[src/rtl/exc_arb_pkg.sv]
package exc_arb_pkg;

  localparam int NUM_EXC = 7;

  typedef enum logic [2:0] {
    EXC_RESET = 3'd0,
    EXC_UNDEF = 3'd1,
    EXC_SWI   = 3'd2,
    EXC_PABT  = 3'd3,
    EXC_DABT  = 3'd4,
    EXC_IRQ   = 3'd5,
    EXC_FIQ   = 3'd6
  } excKind_t;

  typedef enum logic [2:0] {
    MODE_NONE   = 3'd0,
    MODE_FAST   = 3'd1,
    MODE_NORMAL = 3'd2,
    MODE_SUPER  = 3'd3,
    MODE_ABORT  = 3'd4,
    MODE_UNDEF  = 3'd5
  } mode_t;

  // Strobes from the control module to the datapath
  typedef struct packed {
    logic     take;
    excKind_t kind;
    logic     setIrqMask;
    logic     setFiqMask;
  } ctrlStrobe_t;

  function automatic logic [4:0] vecOffset(excKind_t k);
    case (k)
      EXC_RESET: return 5'h00;
      EXC_UNDEF: return 5'h04;
      EXC_SWI:   return 5'h08;
      EXC_PABT:  return 5'h0C;
      EXC_DABT:  return 5'h10;
      EXC_IRQ:   return 5'h18;
      default:   return 5'h1C;
    endcase
  endfunction

  function automatic mode_t kindMode(excKind_t k);
    case (k)
      EXC_FIQ:            return MODE_FAST;
      EXC_IRQ:            return MODE_NORMAL;
      EXC_PABT, EXC_DABT: return MODE_ABORT;
      EXC_UNDEF:          return MODE_UNDEF;
      default:            return MODE_SUPER;
    endcase
  endfunction

endpackage

[src/rtl/exc_arb_ctrl.sv]
module exc_arb_ctrl
  import exc_arb_pkg::*;
(
  input  logic [NUM_EXC-1:0] reqVec,
  input  logic               irqMasked,
  input  logic               fiqMasked,
  output ctrlStrobe_t        strobe
);

  // Highest priority first
  localparam excKind_t PRIO [NUM_EXC] = '{
    EXC_RESET, EXC_DABT, EXC_FIQ, EXC_IRQ, EXC_PABT, EXC_UNDEF, EXC_SWI
  };

  logic [NUM_EXC-1:0] effReq;

  always_comb begin
    effReq = reqVec;
    effReq[EXC_IRQ] = reqVec[EXC_IRQ] & ~irqMasked;
    effReq[EXC_FIQ] = reqVec[EXC_FIQ] & ~fiqMasked;
  end

  always_comb begin
    strobe = '{take: 1'b0, kind: EXC_RESET, setIrqMask: 1'b0, setFiqMask: 1'b0};
    // Walk from lowest to highest so the highest active entry wins
    for (int i = NUM_EXC - 1; i >= 0; i--) begin
      if (effReq[PRIO[i]]) begin
        strobe.take = 1'b1;
        strobe.kind = PRIO[i];
      end
    end
    strobe.setIrqMask = strobe.take;
    strobe.setFiqMask = strobe.take &&
                        (strobe.kind == EXC_RESET || strobe.kind == EXC_FIQ);
  end

endmodule

[src/rtl/exc_arb_dp.sv]
module exc_arb_dp
  import exc_arb_pkg::*;
#(
  parameter int          ADDR_W     = 32,
  parameter int          CTRL_W     = 8,
  parameter int          IRQ_BIT    = 7,
  parameter int          FIQ_BIT    = 6,
  parameter logic [31:0] HIGH_BASE  = 32'hFFFF_0000
) (
  input  logic               clk,
  input  logic               rstN,
  input  ctrlStrobe_t        strobe,
  input  logic               hiVectors,
  input  logic               ctrlWrEn,
  input  logic [CTRL_W-1:0]  ctrlWrData,
  output logic               take,
  output logic [NUM_EXC-1:0] grant,
  output logic [2:0]         modeCode,
  output logic [ADDR_W-1:0]  vector,
  output logic [CTRL_W-1:0]  ctrlQ
);

  localparam logic [CTRL_W-1:0] CTRL_RESET =
    (CTRL_W'(1) << IRQ_BIT) | (CTRL_W'(1) << FIQ_BIT);
  localparam logic [ADDR_W-1:0] BASE_HI = ADDR_W'(HIGH_BASE);

  logic [CTRL_W-1:0]  ctrlNext;
  logic [NUM_EXC-1:0] grantNext;
  logic [ADDR_W-1:0]  vectorNext;

  always_comb begin
    ctrlNext = ctrlWrEn ? ctrlWrData : ctrlQ;
    if (strobe.setIrqMask) ctrlNext[IRQ_BIT] = 1'b1;
    if (strobe.setFiqMask) ctrlNext[FIQ_BIT] = 1'b1;
  end

  always_comb begin
    grantNext  = NUM_EXC'(1) << strobe.kind;
    vectorNext = (hiVectors ? BASE_HI : '0) | ADDR_W'(vecOffset(strobe.kind));
  end

  always_ff @(posedge clk or negedge rstN) begin
    if (!rstN) begin
      ctrlQ    <= CTRL_RESET;
      take     <= 1'b0;
      grant    <= '0;
      modeCode <= MODE_NONE;
      vector   <= '0;
    end else begin
      ctrlQ <= ctrlNext;
      take  <= strobe.take;
      if (strobe.take) begin
        grant    <= grantNext;
        modeCode <= kindMode(strobe.kind);
        vector   <= vectorNext;
      end
    end
  end

endmodule

[src/rtl/exc_arbiter.sv]
module exc_arbiter
  import exc_arb_pkg::*;
#(
  parameter int          ADDR_W    = 32,
  parameter int          CTRL_W    = 8,
  parameter int          IRQ_BIT   = 7,
  parameter int          FIQ_BIT   = 6,
  parameter logic [31:0] HIGH_BASE = 32'hFFFF_0000
) (
  input  logic               clk,
  input  logic               rstN,
  input  logic               reqReset,
  input  logic               reqUndef,
  input  logic               reqSwi,
  input  logic               reqPrefetchAbort,
  input  logic               reqDataAbort,
  input  logic               reqIrq,
  input  logic               reqFiq,
  input  logic               hiVectors,
  input  logic               ctrlWrEn,
  input  logic [CTRL_W-1:0]  ctrlWrData,
  output logic               take,
  output logic [NUM_EXC-1:0] grant,
  output logic [2:0]         modeCode,
  output logic [ADDR_W-1:0]  vector,
  output logic [CTRL_W-1:0]  ctrlOut
);

  logic [NUM_EXC-1:0] reqVec;
  ctrlStrobe_t        strobe;

  assign reqVec = {reqFiq, reqIrq, reqDataAbort, reqPrefetchAbort,
                   reqSwi, reqUndef, reqReset};

  exc_arb_ctrl u_ctrl (
    .reqVec    (reqVec),
    .irqMasked (ctrlOut[IRQ_BIT]),
    .fiqMasked (ctrlOut[FIQ_BIT]),
    .strobe    (strobe)
  );

  exc_arb_dp #(
    .ADDR_W    (ADDR_W),
    .CTRL_W    (CTRL_W),
    .IRQ_BIT   (IRQ_BIT),
    .FIQ_BIT   (FIQ_BIT),
    .HIGH_BASE (HIGH_BASE)
  ) u_dp (
    .clk        (clk),
    .rstN       (rstN),
    .strobe     (strobe),
    .hiVectors  (hiVectors),
    .ctrlWrEn   (ctrlWrEn),
    .ctrlWrData (ctrlWrData),
    .take       (take),
    .grant      (grant),
    .modeCode   (modeCode),
    .vector     (vector),
    .ctrlQ      (ctrlOut)
  );

endmodule

[config.mk]
export PLATFORM = sky130hd
export DESIGN_NAME = exc_arbiter
export DESIGN_NICKNAME = d
export VERILOG_FILES = /design/src/rtl/exc_arb_pkg.sv /design/src/rtl/exc_arb_ctrl.sv /design/src/rtl/exc_arb_dp.sv /design/src/rtl/exc_arbiter.sv
export SDC_FILE = /design/constraint.sdc
export NUM_CORES = 1
export LEC_CHECK = 0
export BUFFER_PORTS_ARGS = -buffer_cell sky130_fd_sc_hd__buf_2
export CAP_MARGIN = 10
export CELL_PAD_IN_SITES_DETAIL_PLACEMENT = 0
export CELL_PAD_IN_SITES_GLOBAL_PLACEMENT = 2
export CORE_ASPECT_RATIO = 1.1
export CORE_MARGIN = 4
export CORE_UTILIZATION = 23
export CTS_BUF_LIST = sky130_fd_sc_hd__clkbuf_2 sky130_fd_sc_hd__clkbuf_4 sky130_fd_sc_hd__clkbuf_8
export CTS_CLUSTER_DIAMETER = 100
export DETAILED_ROUTE_END_ITERATION = 8
export GPL_TIMING_DRIVEN = 0
export PLACE_DENSITY = 0.87
export SLEW_MARGIN = 20
export SYNTH_ARGS = -nofsm -noshare
export SYNTH_HDL_FRONTEND = slang
export SYNTH_HIERARCHICAL = 1
export SYNTH_SLANG_ARGS = --single-unit
[constraint.sdc]
create_clock -name clk -period 1.6 [get_ports clk]
set_input_delay 0.08 -clock clk [delete_from_list [all_inputs] [get_ports clk]]
set_output_delay 0.08 -clock clk [all_outputs]
set_load 0.01 [all_outputs]
==> impl.org, run 1 <==
** Worst setup path
- Startpoint type of the worst setup path :: register
- Slowest stage delay, CP :: 0.56 ns
- Walking the worst path, the cells encountered are nor2b_4, nor3_2, or3b_4, buf_6, buf_8, mux2_2.
- Required time reported for the critical path endpoint :: 1.75 ns
- Crit-path leading delay family :: simple AND/OR/NAND/NOR gates
- Cell with the biggest individual delay on the critical path :: sky130_fd_sc_hd__dfstp_2
- Setup CP Type :: reg -> reg
- In this run the worst path has a maximum fanout of 6.
- Count of buffer and inverter cells on the critical path :: 2
- Critical path endpoint category :: register
- Data arrives at the worst endpoint at 1.93 ns.

** CTS
- For the worst-skew pair, the clock arrives at the later sink with an insertion delay of 0.26 ns.
- CTS Root Buffer Type :: sky130_fd_sc_hd__clkbuf_8
- Number of buffers created by CTS :: 3
- After clock tree synthesis, the clock-pin slew on the worst setup and hold paths is 0.08 ns.
- Longest Clk Path Bufs :: 2
- H-tree depth :: 1
- CTS saw 23 sinks.
- TritonCTS built the clock tree.

** Drt
- Overall via count from detail_route :: 994
- Final routed wire length divided by cell count :: 10.6 um
- Post-detailed-route via-to-cell ratio :: 3.64
- In the routed design, unresolved DRC markers number 0.
- For this block, the initial DRC count from the detailed router was 29.
- Antenna-violating nets left :: 0
- Iteration count of the initial detailed-routing pass :: 4
- Routed Wire Length :: 2890 um

** STA
- The total count of hold-check failures in the final report was 0.
- RSZ-0062 raised after global routing :: yes
- Adding up every negative setup slack in the final design gives -2.02 ns.
- For the pin with the worst max-slew slack, the measured transition is 0.514 ns.
- Shortest clock period the worst path allows after layout :: 1.79 ns
- The worst pin sits at a relative slew slack of 0.658.
- Number of pins with negative max-slew slack in the final report :: 0
- Once routing completed, OpenROAD measured the worst setup slack at -0.186 ns.
- Setup-failing EPs final :: 14
- The tightest hold path in the finished design has a slack of 0.0365 ns.
- Worst Skew :: 0.00359 ns
- Timing would allow up to 560 MHz.
- Final clock period utilization by the worst path :: 1.12

** Finish
- Relative to the synthesized area, the layout overhead comes to 50.5%.
- Count of filler cells inserted in the layout :: 557
- Leaving out fill and tap cells, the most frequent cell in the layout is sky130_fd_sc_hd__buf_2.
- Share of final-layout standard cells stronger than drive strength 1 :: 0.652
- Net count reported at finish :: 218
- Most frequent cells in the layout :: 56 x sky130_fd_sc_hd__buf_2, 35 x sky130_fd_sc_hd__buf_4, 21 x sky130_fd_sc_hd__dfrtp_1, 13 x sky130_fd_sc_hd__conb_1, 9 x sky130_fd_sc_hd__mux2_2
- Diode insertion count for antenna repair :: 0
- Final instance area :: 1900 um2
- Final cell count without fillers :: 273

** Floorplanning
- In this run the standard cell core region covers 5360 um2.
- The die covers 6730 um2.
- 70 I/O pins were placed.
- Standard-cell rows :: 28
- The initial utilization of the core area, before any placement, comes to 0.235.
- The floorplan step set the die width to 78.6 um.
- The die is 85.6 um tall.

** Place
- Global placer's final weighted congestion :: 0.708
- Detailed-placement wirelength estimate :: 2190 um
- Number of instances in the placed design :: 259
- Port buffer count :: 55
- Dpl cell area :: 1690 um2
- Worst slack after detailed placement :: -0.219 ns

** Yosys
- Register bit total from synthesis :: 23
- Synthesis produced 117 cells.
- Yosys printed 6 warnings.
- The synthesized netlist occupies a cell area of 1260 um2.
- Of the synthesized area, sequential elements account for 0.459.
- Library cells used by synthesis :: 29
- Dividing the synthesized area by the synthesized cell count gives 10.8 um2.

** Power
- LEAKAGE :: 0.980 nW
- The worst-case IR drop observed on VDD is 0.269 mV.
- In this run the power density over the cells is 716 nW/um2.

** Global routing
- Global-route usage over all layers :: 0.0849
- Number of global-route vias before repair :: 1011
- First-pass GRT wire length :: 4650 um
- Global routing finished with a remaining overflow of 0.
- Entering global routing, the biggest net connects 24 pins.
- Antenna violations before repair :: 0

** Outcome
- Violations in the final reports :: setup timing
- The run finished, with violations left.

** Run
- Number of max-cap violations :: 0

** Min path
- Type of the tightest min-delay check :: in -> reg
## final timing paths
check                              start             end  slack [ns]  cells after the start
setup / recovery           u_dp/ctrlQ[7]  u_dp/vector[4]       -0.19                      6
hold / removal             ctrlWrData[6]   u_dp/ctrlQ[6]        0.04                      2
setup reg to reg           u_dp/ctrlQ[7]  u_dp/vector[4]       -0.19                      6
hold reg to reg            u_dp/ctrlQ[3]   u_dp/ctrlQ[3]        0.51                      1
max in group asynchronous           rstN   u_dp/ctrlQ[6]        0.92                      2
min in group asynchronous           rstN   u_dp/ctrlQ[5]        0.32                      2
## cells by family (layout without fill, tap and decap cells)
kind of cell / Yosys count / count (layout) / synth area share
buffers and inverters: 41 / 110 / 0.224
and+or+nand+nor: 24 / 24 / 0.116
other: 1 / 13 / 0.00298
muxes: 11 / 11 / 0.0963
xor gates and xnor gates: 1 / 1 / 0.00695
AOI/OAI and AO/OA: 16 / 16 / 0.0943
DFF: 23 / 23 / 0.459
## power breakdown
part           internal [W]  switching (W)
Clock              0.000194       0.000181
Sequential         0.000624      0.0000256
Combinational      0.000180       0.000152
## final cells by class
cell class	instances	area [um2]	share of cell area
Sequential cell	23	578	0.305
Buffer	33	264	0.139
Inverter	7	26.3	0.0139
Tap cell	75	93.8	0.0495
Multi-Input combinational cell	65	500	0.264
Clock buffer	4	48.8	0.0257
Timing Repair Buffer	66	385	0.203
## layer usage
metal | global-route usage | share of wire | vias to the layer above
met3 | 0.0158 | 0.082 | 2
met4 | 0.0286 | 0.0048 | 0
met2 | 0.147 | 0.48 | 45
met5 | 0 | 0 | -
li1 | - | - | 510
met1 | 0.105 | 0.43 | 437
## what timing repair did
action	in CTS	in global routing
hold buffers	1	0
pin swaps	2	0
gates cloned	1	1
endpoints found under the setup margin	14	15
buffers inserted	8	0
endpoints found under the hold margin	21	0
gates resized for setup	6	8
## metrics by stage
| stage | utilization | total power [W] |
|---|---|---|
| floorplan | - | 0.000854 |
| global placement | 0.316 | 0.000970 |
| detailed placement | 0.316 | 0.000976 |
| CTS | 0.341 | 0.00137 |
| global route | 0.354 | 0.00143 |
| finish | 0.354 | 0.00136 |
## Yosys cell counts (all sizes together)
cell type | instances | area share
buf | 34 | 0.20
dfrtp | 21 | 0.42
mux2 | 9 | 0.080
inv | 7 | 0.021
nor2 | 6 | 0.018
nor2b | 5 | 0.031
nand2 | 4 | 0.012
nand2b | 4 | 0.020
a21oi | 3 | 0.012
o22ai | 3 | 0.015
a211o | 2 | 0.014
a31oi | 2 | 0.015
dfstp | 2 | 0.042
mux2i | 2 | 0.016
o21bai | 2 | 0.012
o32ai | 2 | 0.014
or3b | 2 | 0.016
a21boi | 1 | 0.0060
a31o | 1 | 0.0070
conb | 1 | 0.0030
nand3b | 1 | 0.0060
nor3 | 1 | 0.0079
or2b | 1 | 0.0060
xnor2 | 1 | 0.0070
## state kept, by name, indices dropped and copies added (netlist names)
register	flops
u_dp/ctrlQ	8
u_dp/grant	7
u_dp/modeCode	3
u_dp/take	1
u_dp/vector	4
Power figures use the tool's default switching activity.
==> inputs of run 2 (changes only) <==
--- a/config.mk
+++ b/config.mk
@@ -16,6 +16,7 @@
 export CTS_CLUSTER_DIAMETER = 100
 export DETAILED_ROUTE_END_ITERATION = 8
 export GPL_TIMING_DRIVEN = 0
+export MAX_ROUTING_LAYER = met4
 export PLACE_DENSITY = 0.87
 export SLEW_MARGIN = 20
 export SYNTH_ARGS = -nofsm -noshare
==> impl.org, run 2 (same netlist as run 1, synthesis figures left out) <==
** Floorplanning
- The number of placement rows is 28 (unchanged).
- Horizontal extent of the die :: 78.6 um (unchanged)
- I/O Pins :: 70 (unchanged)
- Std-Cell Core Area :: 5360 um2 (unchanged)
- The starting utilization of the core area was 0.235 (unchanged).
- Area of the die :: 6730 um2 (unchanged)
- Vertical die dimension :: 85.6 um (unchanged)

** Min path
- The critical hold path startpoint was ctrlWrData[6] (unchanged).
- The terminating pin of the worst hold path is u_dp/ctrlQ[6] (unchanged).
- Type of the tightest min-delay check :: in -> reg (unchanged)
- Hold Path Depth :: 2 (unchanged)

** Finish
- The number of cells in the finished layout apart from fillers is 273 (unchanged).
- The final-stage net count came to 218 (unchanged).
- Register name with the most flops :: u_dp/ctrlQ (unchanged)
- Regs by FF count :: u_dp/ctrlQ x8, u_dp/grant x7, u_dp/vector x4 (unchanged)
- Diode insertion count for antenna repair :: 0 (unchanged)
- The fraction of the core area covered by cells at the end of the flow came to 0.354 (unchanged).
- The design area was 1900 um2 (unchanged).
- Area growth syn-to-layout :: 50.5% (unchanged)
- The share of post-route cells with drive strength above 1 is 0.652 (unchanged).
- The most frequent standard cell in the layout excluding fill and tap cells was sky130_fd_sc_hd__buf_2 (unchanged).
- Most frequent cells in the layout :: 56 x sky130_fd_sc_hd__buf_2, 35 x sky130_fd_sc_hd__buf_4, 21 x sky130_fd_sc_hd__dfrtp_1, 13 x sky130_fd_sc_hd__conb_1, 9 x sky130_fd_sc_hd__mux2_2 (unchanged)
- The number of flip-flops under the largest register name came to 8 (unchanged).

** STA
- Normalized max-slew margin :: 0.658 (unchanged)
- Timing-limited maximum frequency :: 560 MHz (about the same)
- Transition time at the pin with the least slew margin :: 0.514 ns (unchanged)
- The total count of hold-check failures in the final report came to 0 (unchanged).
- Number of pins with negative max-slew slack in the final report :: 0 (unchanged)
- Setup-failing EPs final :: 14 (unchanged)
- The share of the clock period used by the worst path was 1.12 (about the same).
- Shortest clock period the worst path allows after layout :: 1.79 ns (about the same)
- Worst Skew :: 0.00362 ns (was 0.00359 ns)
- The worst path setup slack after routing came to -0.186 ns (about the same).
- RSZ-0062 raised after global routing :: yes (unchanged)

** CTS
- The maximum level of the CTS H-tree came to 1 (unchanged).
- The clock-pin slew reported for the worst setup and hold paths after clock tree synthesis was 0.08 ns (about the same).
- Clk sinks :: 23 (unchanged)
- The total clock buffers created by CTS is 3 (unchanged).
- The insertion delay to the later sink of the worst-skew pair was 0.26 ns (about the same).
- The cell at the root of the clock tree is sky130_fd_sc_hd__clkbuf_8 (unchanged).
- TritonCTS clock tree :: yes (unchanged)
- Longest Clk Path Bufs :: 2 (unchanged)

** Worst setup path
- The kind of end point of the critical path is a register (unchanged).
- The number of buffer and inverter instances along the worst setup path came to 2 (unchanged).
- Critical Path Fanout Max :: 6 (unchanged)
- Worst r2r dst :: u_dp/vector[4] (unchanged)
- Arrival time at the worst endpoint :: 1.93 ns (about the same)
- The kind of start point of the critical path is a register (unchanged).
- The delay of the slowest critical-path stage was 0.56 ns (about the same).
- Series of cell instances along the critical path: nor2b_4, nor3_2, or3b_4, buf_6, buf_8, mux2_2 (unchanged).
- Worst Reg2Reg Path Length in Cells :: 6 (unchanged)
- Cell with the biggest individual delay on the critical path :: sky130_fd_sc_hd__dfstp_2 (unchanged)
- The required time at the worst-slack endpoint was 1.75 ns (about the same).
- The kind of cell adding the most delay to the critical path was simple AND/OR/NAND/NOR gates (unchanged).
- The type of the setup path with the least slack is reg -> reg (unchanged).
- Worst reg2reg setup slack :: -0.19 ns (about the same)
- Origin of the critical flop-to-flop path :: u_dp/ctrlQ[7] (unchanged)

** Power
- Relative contribution of the clock network to total power :: 0.276 (about the same)
- The power spent charging and discharging nets was 0.000359 W (about the same).
- Post-layout total power :: 0.00136 W (about the same)
- Pwr dens :: 716 nW/um2 (about the same)
- The combinational group share of total power is 0.245 (about the same).
- The worst-case vdd ir drop came to 0.269 mV (about the same).
- Proportion of total power due to net switching :: 0.264 (about the same)
- Cell-internal power :: 0.000999 W (about the same)
- The leakage component of the power was 0.980 nW (unchanged).
- The sequential group share of total power was 0.479 (about the same).

** Outcome
- Outcome :: complete, but fails checks (unchanged)
- Violations in the final reports: setup timing (unchanged).

** Place
- Number of instances in the placed design :: 259 (unchanged)
- Detailed-placement wirelength estimate :: 2190 um (unchanged)
- The number of input and output port buffers inserted is 55 (unchanged).
- The standard cell area after detailed placement came to 1690 um2 (unchanged).
- The weighted congestion reported at the end of routability-driven placement was 0.716 (was 0.708).

** Drt
- The number of search-and-repair iterations in the first detailed-routing pass is 4 (unchanged).
- Iteration-0 DRC count of the detailed router :: 29 (unchanged)
- # DRC :: 0 (unchanged)
- The number of routed nets with antenna violations was 0 (unchanged).
- The via total after detailed routing is 995 (was 994).
- Post-detailed-route via-to-cell ratio :: 3.64 (about the same)
- The post-detailed-routing wire length came to 2890 um (about the same).
- The per-cell routed wire length came to 10.6 um (about the same).

** Global routing
- The first-pass GRT wire length was 4650 um (unchanged).
- Largest net degree at the start of global routing :: 24 (unchanged)
- Number of global-route vias before repair :: 1010 (was 1011)
- Global-route usage over all layers :: 0.0874 (was 0.0849)
- The number of antenna violations at the first check in global routing came to 0 (unchanged).
- Total global routing overflow :: 0 (unchanged)

** Run
- The count of max-cap constraint violations is 0 (unchanged).
-- run 2: cell counts in the layout (fill, tap and decap cells not counted) --
No cell type changed its count.
-- run 2: per-layer routing --
metal	GRT usage	routed length, um
met1	0.106	1240
met2	0.147	1400
met3	0.0147	234
met4	0.0286	14
met5	-	0
-- run 2: power by group through the flow --
stage | clock network [W] | registers (W) | logic [W]
floorplan | 0 | 0.000682 | 0.000172
global placement | 0 | 0.000660 | 0.000310
detailed placement | 0 | 0.000663 | 0.000313
CTS | 0.000395 | 0.000652 | 0.000326
global route | 0.000409 | 0.000657 | 0.000365
finish | 0.000375 | 0.000650 | 0.000333
-- run 2: area by class of cell --
type,count,area (um2)
multi-input cells,65,500
repair buffers,66,385
inverters,7,26.3
flip-flops and latches,23,578
clock buffers,4,48.8
well taps,75,93.8
plain buffers,33,264
fillers,557,3460
-- run 2: timing repair --
action,in CTS,in global routing
hold buffers,1,0
endpoints found under the setup margin,14,15
pin swaps,2,0
gates resized for setup,6,8
gates cloned,1,1
buffers inserted,8,0
endpoints found under the hold margin,21,0
-- run 2: worst max path at each step --
stage	startpoint	end	slack, ns	cells after the start
2_1_floorplan	u_dp/ctrlQ[7]	u_dp/vector[30]	-0.15	6
3_3_place_gp	u_dp/ctrlQ[7]	u_dp/vector[3]	-0.23	8
3_5_place_dp	u_dp/ctrlQ[7]	u_dp/vector[3]	-0.22	8
4_1_cts	u_dp/ctrlQ[7]	u_dp/vector[4]	-0.18	6
5_1_grt	u_dp/ctrlQ[7]	u_dp/modeCode[1]	-0.26	6
6_report	u_dp/ctrlQ[7]	u_dp/vector[4]	-0.19	6
-- run 2: stage by stage --
| step | setup WS [ns] | hold WS [ns] | setup TNS (ns) |
|---|---|---|---|
| final | -0.186 | 0.0365 | -2.02 |
| after global routing | -0.257 | 0.0297 | -3.14 |
| after CTS | -0.182 | 0.0297 | -2.06 |
| after detailed placement | -0.219 | 0.103 | -2.31 |
| after global placement | -0.228 | 0.0975 | -2.39 |
| after floorplan | -0.147 | -0.216 | -1.34 |
